**config.mk**
```make
export PLATFORM = sky130hd
export DESIGN_NAME = mclk_gen
export DESIGN_NICKNAME = d
export VERILOG_FILES = /design/src/rtl/mclk_pkg.sv /design/src/rtl/mclk_div.sv /design/src/rtl/mclk_sync.sv /design/src/rtl/mclk_ctrl.sv /design/src/rtl/mclk_gen.sv
export SDC_FILE = /design/constraint.sdc
export NUM_CORES = 1
export LEC_CHECK = 0
export ABC_AREA = 0
export BUFFER_PORTS_ARGS = -buffer_cell sky130_fd_sc_hd__buf_2
export CAP_MARGIN = 25
export CELL_PAD_IN_SITES_DETAIL_PLACEMENT = 1
export CELL_PAD_IN_SITES_GLOBAL_PLACEMENT = 2
export CORE_MARGIN = 1.5
export CORE_UTILIZATION = 38
export CTS_CLUSTER_DIAMETER = 50
export DETAILED_ROUTE_END_ITERATION = 8
export GPL_TIMING_DRIVEN = 1
export PLACE_DENSITY_LB_ADDON = 0.1
export REMOVE_ABC_BUFFERS = 1
export SLEW_MARGIN = 20
export SYNTH_ARGS = -nofsm -noshare
export SYNTH_HDL_FRONTEND = slang
export SYNTH_SLANG_ARGS = --single-unit
```
**constraint.sdc**
```tcl
create_clock -name clk_i -period 3.2 [get_ports clk_i]
set_input_delay 0.16 -clock clk_i [delete_from_list [all_inputs] [get_ports clk_i]]
set_output_delay 0.16 -clock clk_i [all_outputs]
set_load 0.05 [all_outputs]
```
**src/rtl/mclk_pkg.sv**
```systemverilog
package mclk_pkg;
  localparam int unsigned CNT_W = 5;

  typedef enum logic [2:0] {
    ST_OFF  = 3'd0,
    ST_FAST = 3'd1,
    ST_TAIL = 3'd2,
    ST_PARK = 3'd3,
    ST_SLOW = 3'd4
  } state_e;

  // full period in clk_i ticks (two ticks per reference cycle)
  function automatic logic [CNT_W-1:0] div_period(input logic [2:0] code);
    case (code)
      3'd0:    div_period = 5'd20;
      3'd1:    div_period = 5'd16;
      3'd2:    div_period = 5'd12;
      3'd3:    div_period = 5'd10;
      3'd4:    div_period = 5'd8;
      3'd5:    div_period = 5'd6;
      3'd6:    div_period = 5'd4;
      default: div_period = 5'd2;
    endcase
  endfunction

  // high phase: floor(N/2) reference cycles for odd N >= 3
  function automatic logic [CNT_W-1:0] div_high(input logic [2:0] code);
    case (code)
      3'd0:    div_high = 5'd10;
      3'd1:    div_high = 5'd8;
      3'd2:    div_high = 5'd6;
      3'd3:    div_high = 5'd4;
      3'd4:    div_high = 5'd4;
      3'd5:    div_high = 5'd2;
      3'd6:    div_high = 5'd2;
      default: div_high = 5'd1;
    endcase
  endfunction
endpackage

```
**src/rtl/mclk_div.sv**
```systemverilog
module mclk_div
  import mclk_pkg::*;
(
  input  logic       clk_i,
  input  logic       rst_ni,
  input  logic       run_i,
  input  logic [2:0] sel_i,
  output logic       fast_o,
  output logic       fall_o
);
  logic [2:0]       sel_q;
  logic [CNT_W-1:0] cnt_q;
  logic [CNT_W-1:0] hi, per;

  assign hi     = div_high(sel_q);
  assign per    = div_period(sel_q);
  assign fall_o = run_i && (cnt_q == hi - 5'd1);
  assign fast_o = run_i && (cnt_q < hi);

  // idle and falling edge both park the counter at the start of a low phase
  always_ff @(posedge clk_i or negedge rst_ni) begin
    if (!rst_ni) begin
      sel_q <= 3'd0;
      cnt_q <= div_high(3'd0);
    end else if (!run_i || fall_o) begin
      sel_q <= sel_i;
      cnt_q <= div_high(sel_i);
    end else if (cnt_q == per - 5'd1) begin
      cnt_q <= '0;
    end else begin
      cnt_q <= cnt_q + 5'd1;
    end
  end
endmodule

```
**src/rtl/mclk_sync.sv**
```systemverilog
module mclk_sync #(
  parameter int unsigned STAGES = 2
) (
  input  logic clk_i,
  input  logic rst_ni,
  input  logic async_i,
  output logic level_o,
  output logic fall_o
);
  localparam int unsigned LEN = STAGES + 1;
  logic [LEN-1:0] sh_q;

  always_ff @(posedge clk_i or negedge rst_ni) begin
    if (!rst_ni) sh_q <= '0;
    else         sh_q <= {sh_q[LEN-2:0], async_i};
  end

  assign level_o = sh_q[STAGES-1];
  assign fall_o  = sh_q[STAGES] & ~sh_q[STAGES-1];
endmodule

```
**src/rtl/mclk_ctrl.sv**
```systemverilog
module mclk_ctrl
  import mclk_pkg::*;
#(
  parameter int unsigned TAIL_SHORT = 128,
  parameter int unsigned TAIL_LONG  = 512
) (
  input  logic   clk_i,
  input  logic   rst_ni,
  input  logic   osc_rdy_i,
  input  logic   sleep_req_i,
  input  logic   slow_en_i,
  input  logic   tail_long_i,
  input  logic   fast_fall_i,
  input  logic   slow_fall_i,
  output state_e state_o
);
  localparam int unsigned TW = $clog2(TAIL_LONG);

  state_e        st_q, st_n;
  logic [TW-1:0] tcnt_q, lim;
  logic          tail_long_q, want_fast;

  assign want_fast = osc_rdy_i & ~sleep_req_i;
  assign lim       = tail_long_q ? TW'(TAIL_LONG - 1) : TW'(TAIL_SHORT - 1);

  always_comb begin
    st_n = st_q;
    case (st_q)
      ST_OFF:  if (want_fast) st_n = ST_FAST;
               else if (slow_en_i && slow_fall_i) st_n = ST_SLOW;
      ST_FAST: if (sleep_req_i) st_n = ST_TAIL;
      ST_TAIL: if (fast_fall_i && tcnt_q == lim) st_n = slow_en_i ? ST_PARK : ST_OFF;
      ST_PARK: if (!slow_en_i) st_n = ST_OFF;
               else if (slow_fall_i) st_n = ST_SLOW;
      ST_SLOW: if (slow_fall_i) begin
                 if (want_fast)       st_n = ST_FAST;
                 else if (!slow_en_i) st_n = ST_OFF;
               end
      default: st_n = ST_OFF;
    endcase
  end

  always_ff @(posedge clk_i or negedge rst_ni) begin
    if (!rst_ni) begin
      st_q        <= ST_OFF;
      tcnt_q      <= '0;
      tail_long_q <= 1'b0;
    end else begin
      st_q <= st_n;
      if (st_q == ST_FAST) begin
        tcnt_q <= '0;
        if (sleep_req_i) tail_long_q <= tail_long_i;
      end else if (st_q == ST_TAIL && fast_fall_i) begin
        tcnt_q <= tcnt_q + 1'b1;
      end
    end
  end

  assign state_o = st_q;
endmodule

```
**src/rtl/mclk_gen.sv**
```systemverilog
module mclk_gen
  import mclk_pkg::*;
#(
  parameter int unsigned TAIL_SHORT  = 128,
  parameter int unsigned TAIL_LONG   = 512,
  parameter int unsigned SYNC_STAGES = 2
) (
  input  logic       clk_i,
  input  logic       rst_ni,
  input  logic       slow_clk_i,
  input  logic       osc_rdy_i,
  input  logic [2:0] div_sel_i,
  input  logic       slow_en_i,
  input  logic       tail_long_i,
  input  logic       out_dis_i,
  input  logic       sleep_req_i,
  output logic       mclk_o
);
  state_e st;
  logic   run, fast_clk, fast_fall, slow_lvl, slow_fall, src, mclk_q;

  assign run = (st == ST_FAST) || (st == ST_TAIL);

  mclk_div u_div (
    .clk_i (clk_i),
    .rst_ni(rst_ni),
    .run_i (run),
    .sel_i (div_sel_i),
    .fast_o(fast_clk),
    .fall_o(fast_fall)
  );

  mclk_sync #(.STAGES(SYNC_STAGES)) u_sync (
    .clk_i  (clk_i),
    .rst_ni (rst_ni),
    .async_i(slow_clk_i),
    .level_o(slow_lvl),
    .fall_o (slow_fall)
  );

  mclk_ctrl #(.TAIL_SHORT(TAIL_SHORT), .TAIL_LONG(TAIL_LONG)) u_ctrl (
    .clk_i      (clk_i),
    .rst_ni     (rst_ni),
    .osc_rdy_i  (osc_rdy_i),
    .sleep_req_i(sleep_req_i),
    .slow_en_i  (slow_en_i),
    .tail_long_i(tail_long_i),
    .fast_fall_i(fast_fall),
    .slow_fall_i(slow_fall),
    .state_o    (st)
  );

  always_comb begin
    case (st)
      ST_FAST, ST_TAIL: src = fast_clk;
      ST_SLOW:          src = slow_lvl;
      default:          src = 1'b0;
    endcase
  end

  always_ff @(posedge clk_i or negedge rst_ni) begin
    if (!rst_ni) mclk_q <= 1'b0;
    else         mclk_q <= src & ~out_dis_i;
  end

  assign mclk_o = mclk_q;
endmodule

```
==> flow_summary_export.csv, run 1 <==
group,metric,value,unit
synth,synth_top_family_by_area,"simple AND/OR/NAND/NOR gates",
power_and_ir_drop,clockPowerShare,11.4,%
clock_tree,ctsHoldBuffers,2,
place,port_buffers,11,
clock_tree,cts_buffer_depth,2,
clock_tree,clock-sinks,25,
timing,finalClockSkew,0.00430,ns
drt,drc,0,
cells_and_area,layout-drive-gt1-share,17.7,%
power_and_ir_drop,power_density,925,nW/um^2
synth,ys_seq_area_share,36.3,%
synth,async_reset_ff_share,100,%
critical_path,slowest_stage,"a2111oi_2",
global_routing,antenna_found_initial,0,
timing,finalMaxSlewViolations,0,
critical_path,r2r_end,"u_div.cnt_q[2]",
synth,synth_area,1730,sq um
outcome,status,"completed",
clock_tree,insertion_delay,0.27,ns
timing,rsz0062_at_grt,"no",
power_and_ir_drop,internal_power,0.911,mW
power_and_ir_drop,switching_share,47.4,%
timing,finalSetupViolCount,0,
synth,synth.most_common_cell,"dfrtp_1",
hold_path,hold_class,"input port to flop",
power_and_ir_drop,p_sw,0.823,mW
critical_path,path_delay_family,"compound AO/OA/AOI/OAI gates",
timing,fin_crit,2.92,ns
drt,dr.pass1.iters,4,
power_and_ir_drop,ir_drop,0.000364,V
global_routing,grt_pass1_vias,1466,
clock_tree,clk_pin_slew,0.10,ns
synth,yosys_register_bits,25,
critical_path,path_max_fanout,16,
critical_path,reg2reg_slack,0.28,ns
critical_path,crit_chain,"nor2b_1 -> xnor2_1 -> ha_1 -> xor2_1 -> and4b_1 -> a211oi_1 -> a2111oi_2 -> o31ai_1",
die,dieArea,4970,sq um
hold_path,hp-start,"out_dis_i",
die,coreArea,4380,sq um
synth,postSynthCellCount,183,
drt,ant_nets,0,
synth,yosys_warnings,0,
synth,netlist_top_cells_area,"dfrtp_1 33%, ha_1 5.1%, mux2_2 3.9%, mux2i_1 3.5%, dfstp_2 3.0%",
timing,max_freq,342,MHz
critical_path,critPathKind,"flop to flop",
synth,synth_simple_gate_area_share,23.8,%
hold_path,holdPathEnd,"mclk_o",
clock_tree,h-tree-depth,1,
synth,synth.avg_cell_area,9.46,sq um
clock_tree,postCtsResizedCells,0,
synth,synth_edf_count,0,
place,dp_hpwl,3020,um
power_and_ir_drop,cellLeakagePower,0.775,nW
synth,synth.distinct_cells,46,
synth,synth_compound_area_share,18.9,%
drt,routed-via-count,1438,
die,initial_core_util,39.5,%
global_routing,overflow,0,
drt,via_per_inst,5.89,
timing,fin_tns_setup,0,ns
critical_path,cp.required,3.34,ns
synth,synthMuxAreaShare,7.37,%
power_and_ir_drop,p_total,1.73,mW
die,io_pins,12,
synth,synth_flop_cell,"dfrtp_1",
critical_path,start_kind,"flop",
synth,synth_top_area_share,33.2,%
cells_and_area,area_growth,8.24,%
place,globalplace.congestion,0.813,
die,die_h,70.5,um
clock_tree,clock-root-buffer,"clkbuf_8",
cells_and_area,final_nets,211,
timing,hold_violations,0,
global_routing,grt_first_pass_wirelength,7110,um
critical_path,endpoint_kind,"flop",
drt,routed_wirelength,4130,um
clock_tree,cts_tree,"built",
synth,synthAdderAreaFrac,5.06,%
clock_tree,cts_setup_buffers,0,
critical_path,r2r.worst_path.cells,8,
critical_path,slowest_delay,0.68,ns
cells_and_area,n_antenna_cell,0,
synth,synthXorXnorAreaFrac,5.06,%
critical_path,cp_num_buf_inv,0,
global_routing,globalRouteTotalUtil,17.7,%
die,die_width,70.5,um
timing,slew_headroom,32.2,%
drt,drt-initial-drc-count,65,
flow_run,cap_violations,0,
hold_path,hold_depth,2,
timing,worst_slew_pin_slew,1.01,ns
synth,yosys-top-cells-count,"23 x dfrtp_1, 12 x nand2_1, 11 x nor2_1, 10 x a21oi_1",
drt,avgRoutedWirePerCell,16.9,um
critical_path,cp_data_arrival_time,3.06,ns
global_routing,grt_max_degree,26,
critical_path,rr_startpoint,"u_div.sel_q[2]",
clock_tree,cts_buffers,3,
timing,fin_crit_sh,91.3,%
synth,synth_top_area_cell,"dfrtp_1",
power_and_ir_drop,p_seq_share,34.2,%
power_and_ir_drop,comb_power_share,54.4,%
die,rows,24,
-- flip-flops by register name, summed over array words and instances, names as in the netlist --
signal and count:
mclk_o 1, u_ctrl.state_o 3, u_ctrl.tail_long_q 1, u_ctrl.tcnt_q 9, u_div.cnt_q 5, u_div.sel_q 3, u_sync.sh_q 3
-- power by group through the flow --
stage | logic [mW] | clock network (mW) | registers [mW]
global placement | 0.912 | 0 | 0.585
detailed placement | 0.946 | 0 | 0.599
floorplan | 0.733 | 0 | 0.559
CTS | 0.959 | 0.207 | 0.593
global route | 1.07 | 0.216 | 0.619
finish | 0.943 | 0.198 | 0.593
-- worst max-delay path by stage --
stage                     depth (start not counted)      startpoint  slack, ns             end
final                                             8  u_div.sel_q[2]       0.28  u_div.cnt_q[2]
after global routing                              8  u_div.sel_q[2]       0.08  u_div.cnt_q[2]
after CTS                                         7  u_div.sel_q[1]       0.26  u_div.sel_q[1]
after detailed placement                          7  u_div.sel_q[1]       0.28  u_div.sel_q[1]
after global placement                            7  u_div.sel_q[1]       0.41  u_div.sel_q[0]
after floorplan                                   7  u_div.sel_q[1]       0.64  u_div.sel_q[0]
-- cells by family (layout without fill, tap and decap cells) --
family | Yosys count | after routing
AO/OA/AOI/OAI | 42 | 42
buffers and inverters | 12 | 21
multiplexers | 12 | 12
flip-flops | 25 | 25
AND/OR/NAND/NOR | 75 | 75
adder cells (fa/ha/maj) | 7 | 7
XOR/XNOR | 10 | 10
-- placed cells by master (no fill, tap or decap), types with 6 or more instances in the layout --
cell and count:
dfrtp_1 23, ha_1 7, mux2i_1 6, nor3_1 8, o21ai_0 9, nand2_1 12, mux2_2 6, a21oi_1 10
o31ai_1 6, nor2_1 11, nand3_1 9, buf_2 11
-- worst register-to-register path, cell delays in order, from the launching register on --
cell	delay (ns)
dfrtp_1	0.63
nor2b_1	0.32
xnor2_1	0.17
ha_1	0.19
xor2_1	0.32
and4b_1	0.25
a211oi_1	0.06
a2111oi_2	0.68
o31ai_1	0.17
-- through the flow --
step	std cells	worst slack (ns)	hold WS [ns]	cell area, sq um	utilization, %
2_1_floorplan	175	0.644	-0.136	1690	-
3_3_place_gp	238	0.408	0.194	1810	41.2
3_5_place_dp	238	0.275	0.205	1810	41.2
4_1_cts	244	0.264	0.0194	1870	42.8
5_1_grt	244	0.0829	0.0397	1870	42.8
6_report	244	0.280	0.0238	1870	42.8
-- routing by layer --
| metal | GRT usage (%) | vias to the layer above | part of all wire, % |
|---|---|---|---|
| met1 | 24.4 | 719 | 50 |
| li1 | - | 692 | - |
| met2 | 29.1 | 23 | 46 |
| met5 | 0 | - | 0 |
| met3 | 3.75 | 4 | 2.9 |
| met4 | 2.78 | 0 | 0.77 |
-- area by class of cell --
cell class,instances,area (sq um)
timing repair buffer,13,75.1
sequential,25,628
clock inverter,1,7.51
fill,523,2510
tap,52,65.1
clock buffer,3,41.3
inverter,4,15.0
multi-input combinational,146,1040
No activity file was read; power rests on OpenSTA's default activity.
==> inputs of run 2 (changes only) <==
Settings changed: PLACE_DENSITY_LB_ADDON 0.1 to 0.3.
==> run 2 against run 1 <==
Net effect: maximum frequency rose by 0.78%; wire length increased by 4.2%; total power increased by 3.1%; highest routed layer unchanged.
==> flow_summary_export.csv, run 2 (synthesized netlist as in run 1, its figures left out) <==
group,metric,value,unit
power_and_ir_drop,power_density,947,nW/um^2
cells_and_area,mostFrequentLayoutCells,"23 x dfrtp_1, 12 x nand2_1, 11 x nor2_1, 11 x buf_2, 10 x a21oi_1",
global_routing,grt_max_degree,26,
place,post_dp_cell_area,1810,sq um
power_and_ir_drop,ir_drop,0.000306,V
power_and_ir_drop,clockPowerShare,11.1,%
power_and_ir_drop,switching_share,48.1,%
critical_path,reg2reg_slack,0.30,ns
die,io_pins,12,
timing,finalClockSkew,0.0108,ns
outcome,status,"completed",
place,dp.cells,239,
timing,worst_slew_pin_slew,0.646,ns
timing,fin_tns_setup,0,ns
drt,drc,0,
place,globalplace.congestion,0.769,
drt,routed-via-count,1446,
timing,finalSetupViolCount,0,
cells_and_area,finalInstanceArea,1890,sq um
timing,max_freq,345,MHz
critical_path,cp_data_arrival_time,3.06,ns
critical_path,endpoint_kind,"flop",
timing,fin_crit,2.90,ns
clock_tree,postCtsResizedCells,0,
cells_and_area,final_cells,245,
cells_and_area,layout_commonest_cell,"dfrtp_1",
global_routing,overflow,0,
flow_run,cap_violations,0,
critical_path,path_max_fanout,17,
drt,avgRoutedWirePerCell,17.6,um
global_routing,grt_first_pass_wirelength,7490,um
die,die_width,70.5,um
clock_tree,cts_buffer_depth,2,
die,initial_core_util,39.5,%
cells_and_area,regMostFlops,"u_ctrl.tcnt_q",
clock_tree,clock-sinks,25,
drt,drt-initial-drc-count,42,
cells_and_area,area_growth,9.10,%
timing,hold_violations,0,
drt,dr.pass1.iters,4,
clock_tree,h-tree-depth,1,
global_routing,antenna_found_initial,0,
timing,slew_headroom,56.8,%
power_and_ir_drop,cellLeakagePower,0.784,nW
global_routing,grt_pass1_vias,1517,
cells_and_area,largest_register_ffs,9,
clock_tree,cts_buffers,3,
power_and_ir_drop,internal_power,0.928,mW
place,port_buffers,11,
cells_and_area,final_nets,212,
die,coreArea,4380,sq um
clock_tree,cts_tree,"built",
critical_path,start_kind,"flop",
die,dieArea,4970,sq um
critical_path,cp.required,3.37,ns
drt,routed_wirelength,4310,um
power_and_ir_drop,p_sw,0.860,mW
clock_tree,clk_pin_slew,0.08,ns
power_and_ir_drop,comb_power_share,56.7,%
power_and_ir_drop,p_total,1.79,mW
cells_and_area,n_antenna_cell,0,
global_routing,globalRouteTotalUtil,19.0,%
clock_tree,clock-root-buffer,"clkbuf_8",
hold_path,hold_class,"input port to flop",
power_and_ir_drop,p_seq_share,32.3,%
drt,via_per_inst,5.90,
timing,rsz0062_at_grt,"no",
timing,fin_crit_sh,90.5,%
place,dp_hpwl,3140,um
clock_tree,insertion_delay,0.28,ns
die,rows,24,
cells_and_area,reg.largest.list,"u_ctrl.tcnt_q (9), u_div.cnt_q (5)",
timing,finalMaxSlewViolations,0,
cells_and_area,layout-drive-gt1-share,18.1,%
drt,ant_nets,0,
die,die_h,70.5,um
critical_path,critPathKind,"flop to flop",
-- run 2: critical path, cell delays in order, from the launching register on --
cell,delay (ns)
dfrtp_1,0.65
and3_1,0.26
ha_1,0.23
or2_2,0.32
a2111oi_4,0.28
o311ai_4,0.29
nand2_1,0.36
mux2_2,0.38
-- run 2: final cells by class --
class | count | area, sq um
Tap cell | 52 | 65.1
Multi-Input combinational cell | 146 | 1050
Timing Repair Buffer | 14 | 82.6
Fill cell | 497 | 2490
Inverter | 4 | 15.0
Clock buffer | 3 | 41.3
Sequential cell | 25 | 628
Clock inverter | 1 | 5.00
-- run 2: metrics by stage --
step / setup slack, ns / hold slack, ns / util [%]
floorplan: 0.644 / -0.136 / -
global placement: 0.417 / 0.195 / 41.4
detailed placement: 0.268 / 0.198 / 41.4
CTS: 0.227 / 0.0202 / 42.9
global route: 0.0939 / 0.0351 / 43.1
finish: 0.303 / 0.0244 / 43.1
-- run 2: timing repair --
| item | 4_1_cts | 5_1_grt |
|---|---|---|
| buffers inserted | 0 | 0 |
| hold endpoints to repair | 24 | 0 |
| hold buffers | 2 | 0 |
-- run 2: path summary, 6_finish.rpt --
check | start | endpoint | cells past startpoint
worst max register to register | u_div.sel_q[2] | u_div.sel_q[0] | 7
worst max-delay path | u_div.sel_q[2] | u_div.sel_q[0] | 7
worst min register to register | u_sync.sh_q[0] | u_sync.sh_q[1] | 0
worst min-delay path | out_dis_i | mclk_o | 2
max in group asynchronous | rst_ni | u_div.sel_q[2] | 2
min in group asynchronous | rst_ni | u_ctrl.state_o[0] | 2
-- run 2: power by group through the flow --
stage / Clock (mW) / Combinational (mW) / Sequential, mW
after floorplan: 0 / 0.733 / 0.559
after global placement: 0 / 0.932 / 0.563
after detailed placement: 0 / 0.986 / 0.575
after CTS: 0.202 / 1.00 / 0.572
after global routing: 0.219 / 1.14 / 0.596
final: 0.198 / 1.01 / 0.577
-- run 2: metal layers --
metal  global-route usage, %  part of all wire (%)
met5                       0                     0
met4                    5.77                   1.3
met3                    2.31                   1.9
met2                    31.1                    47
met1                    26.3                    49
==> inputs of run 3 (changes only) <==
Settings changed: ABC_AREA 0 to 1, CORE_ASPECT_RATIO set to 0.75, CORE_UTILIZATION 38 to 36.
==> run 3 against run 2 <==
Net effect: first-iteration DRC count rose by 83%; global-route usage is 2.2 points lower; register-to-register slack gained 0.87 ns; sequential share of layout area down 0.33 points; count of clock-buffer cells in the layout increased by 1; setup slack gained 0.87 ns; critical path depth rose by 5; highest routed layer unchanged.
==> flow_summary_export.csv, run 3 <==
group,metric,value,unit
outcome,status,"completed",
timing,finalClockSkew,0.00513,ns
timing,fin_tns_setup,0,ns
clock_tree,ctsHoldBuffers,2,
timing,fin_crit,2.03,ns
die,initial_core_util,38.2,%
synth,synth.distinct_cells,35,
die,die_h,63.1,um
global_routing,overflow,0,
power_and_ir_drop,comb_power_share,53.0,%
power_and_ir_drop,cellLeakagePower,0.976,nW
clock_tree,clock-root-buffer,"clkbuf_8",
synth,synth_flop_cell,"dfrtp_1",
synth,synth_area,1730,sq um
power_and_ir_drop,p_total,1.51,mW
critical_path,critPathKind,"flop to flop",
power_and_ir_drop,internal_power,0.781,mW
synth,synth_top_area_cell,"dfrtp_1",
cells_and_area,utilization,42.0,%
critical_path,path_max_fanout,6,
cells_and_area,mostFrequentLayoutCells,"53 x nand2_1, 24 x nand3_1, 23 x dfrtp_1",
timing,hold_ws,0.0325,ns
flow_run,cap_violations,0,
clock_tree,cts_buffer_depth,2,
place,dp.cells,286,
synth,yosys_warnings,0,
global_routing,grt_pass1_vias,1484,
clock_tree,cts_tree,"built",
critical_path,crit_chain,"o21ai_2 -> a21oi_1 -> a21oi_1 -> ha_1 -> xnor2_1 -> inv_1 -> nand2_1 -> nand3_1 -> nor2_1 -> nor2_1 -> nand2_1 -> nand2_1",
cells_and_area,finalInstanceArea,1910,sq um
synth,synth_top_area_share,33.2,%
timing,finalSetupViolCount,0,
cells_and_area,final_cells,292,
critical_path,slowest_delay,0.51,ns
cells_and_area,reg.largest.list,"u_ctrl.tcnt_q (9), u_div.cnt_q (5)",
synth,yosys_register_bits,25,
global_routing,globalRouteTotalUtil,16.8,%
synth,netlist_top_cells_area,"dfrtp_1 33%, nand2_1 11%, nand3_1 6.9%, ha_1 5.1%, xor2_1 5.1%",
critical_path,cpMostUsedCell,"nand2_1",
die,rows,21,
place,post_dp_cell_area,1840,sq um
clock_tree,clk_pin_slew,0.09,ns
clock_tree,postCtsResizedCells,0,
power_and_ir_drop,ir_drop,0.000294,V
synth,synth.most_common_cell,"nand2_1",
cells_and_area,fillCellCount,584,
critical_path,cp.required,3.36,ns
die,die_width,83.1,um
drt,avgRoutedWirePerCell,13.3,um
drt,routed-via-count,1456,
cells_and_area,largest_register_ffs,9,
cells_and_area,area_growth,10.0,%
power_and_ir_drop,p_seq_share,34.1,%
timing,fin_crit_sh,63.4,%
critical_path,startpoint,"u_div.sel_q[0]",
timing,max_freq,493,MHz
critical_path,endpoint_kind,"flop",
critical_path,cp_data_arrival_time,2.19,ns
critical_path,start_kind,"flop",
place,port_buffers,11,
cells_and_area,layout_commonest_cell,"nand2_1",
clock_tree,insertion_delay,0.27,ns
drt,routed_wirelength,3890,um
global_routing,gr-usage-met1,25.8,%
clock_tree,clock-sinks,25,
global_routing,gr-usage-met2,24.3,%
power_and_ir_drop,switching_share,48.3,%
drt,dr.pass1.iters,4,
drt,drc,0,
die,dieArea,5250,sq um
global_routing,antenna_found_initial,0,
synth,async_reset_ff_share,100,%
clock_tree,h-tree-depth,1,
synth,synth.avg_cell_area,7.85,sq um
timing,rsz0062_at_grt,"no",
timing,finalMaxSlewViolations,0,
global_routing,grt_max_degree,26,
drt,via_per_inst,4.99,
cells_and_area,regArea,628,sq um
place,dp_hpwl,3010,um
timing,hold_violations,0,
global_routing,grt_first_pass_wirelength,7200,um
synth,ys_seq_area_share,36.2,%
drt,ant_nets,0,
cells_and_area,layout-drive-gt1-share,20.0,%
die,coreArea,4550,sq um
synth,synth_edf_count,0,
timing,slew_headroom,60.8,%
timing,postLayoutSetupSlackWorst,1.17,ns
cells_and_area,regMostFlops,"u_ctrl.tcnt_q",
die,io_pins,12,
place,dpl_worst_slack,1.21,ns
power_and_ir_drop,power_density,791,nW/um^2
clock_tree,cts_buffers,3,
global_routing,grtUsageMet3,3.67,%
cells_and_area,multi_input_area,971,sq um
synth,postSynthCellCount,221,
place,globalplace.congestion,0.792,
global_routing,grt_busiest_layer,"met1",
hold_path,hp-start,"out_dis_i",
critical_path,rr_startpoint,"u_div.sel_q[0]",
power_and_ir_drop,clockPowerShare,12.8,%
cells_and_area,n_antenna_cell,0,
hold_path,hold_class,"input port to flop",
cells_and_area,final_nets,254,
critical_path,slowest_stage,"dfrtp_1",
power_and_ir_drop,p_sw,0.729,mW
drt,drt-initial-drc-count,77,
synth,yosys-top-cells-count,"53 x nand2_1, 24 x nand3_1, 23 x dfrtp_1, 21 x inv_1, 13 x nor2_1",
timing,worst_slew_pin_slew,0.589,ns
clock_tree,cts_setup_buffers,0,
## run 3: kinds of logic after synthesis
family | synth area share [%]
xor+xnor | 6.06
buf+inv | 7.79
fa+ha+maj | 5.05
compound gates | 7.22
simple gates | 37.0
flops | 36.2
mux | 0.649
## run 3: final timing paths
| kind | to | slack (ns) | depth (start not counted) |
|---|---|---|---|
| setup / recovery | u_div.cnt_q[2] | 1.17 | 12 |
| hold / removal | mclk_o | 0.03 | 2 |
| setup reg to reg | u_div.cnt_q[2] | 1.17 | 12 |
| hold reg to reg | u_sync.sh_q[1] | 0.37 | 0 |
| max in group asynchronous | u_ctrl.tcnt_q[1] | 2.39 | 2 |
| min in group asynchronous | mclk_o | 0.41 | 2 |
## run 3: final cells by class
| cell class | count | share of cell area [%] |
|---|---|---|
| clock buffer | 4 | 2.36 |
| sequential | 25 | 32.9 |
| inverter | 28 | 5.77 |
| timing repair buffer | 14 | 4.33 |
| multi-input combinational | 164 | 50.9 |
| tap | 57 | 3.74 |
## run 3: power groups by stage
stage | combinational (mW) | sequential, mW | clock, mW
5_1_grt | 0.937 | 0.529 | 0.215
3_3_place_gp | 0.796 | 0.520 | 0
3_5_place_dp | 0.801 | 0.521 | 0
6_report | 0.801 | 0.515 | 0.194
2_1_floorplan | 0.620 | 0.503 | 0
4_1_cts | 0.810 | 0.515 | 0.201
## run 3: routing by layer
layer  vias up  share of wire (%)
met5         -                  0
met4         0               0.98
met3         4                3.0
met2        19                 40
met1       685                 56
li1        748                  -
## run 3: critical path: cells and delay by family (launching register included)
| family | cells | cell delay [ns] |
|---|---|---|
| and+or+nand+nor | 6 | 0.55 |
| DFF | 1 | 0.51 |
| AOI/OAI and AO/OA | 3 | 0.43 |
| adders and majority gates | 1 | 0.19 |
| xor gates and xnor gates | 1 | 0.18 |
| buffers and inverters | 1 | 0.06 |
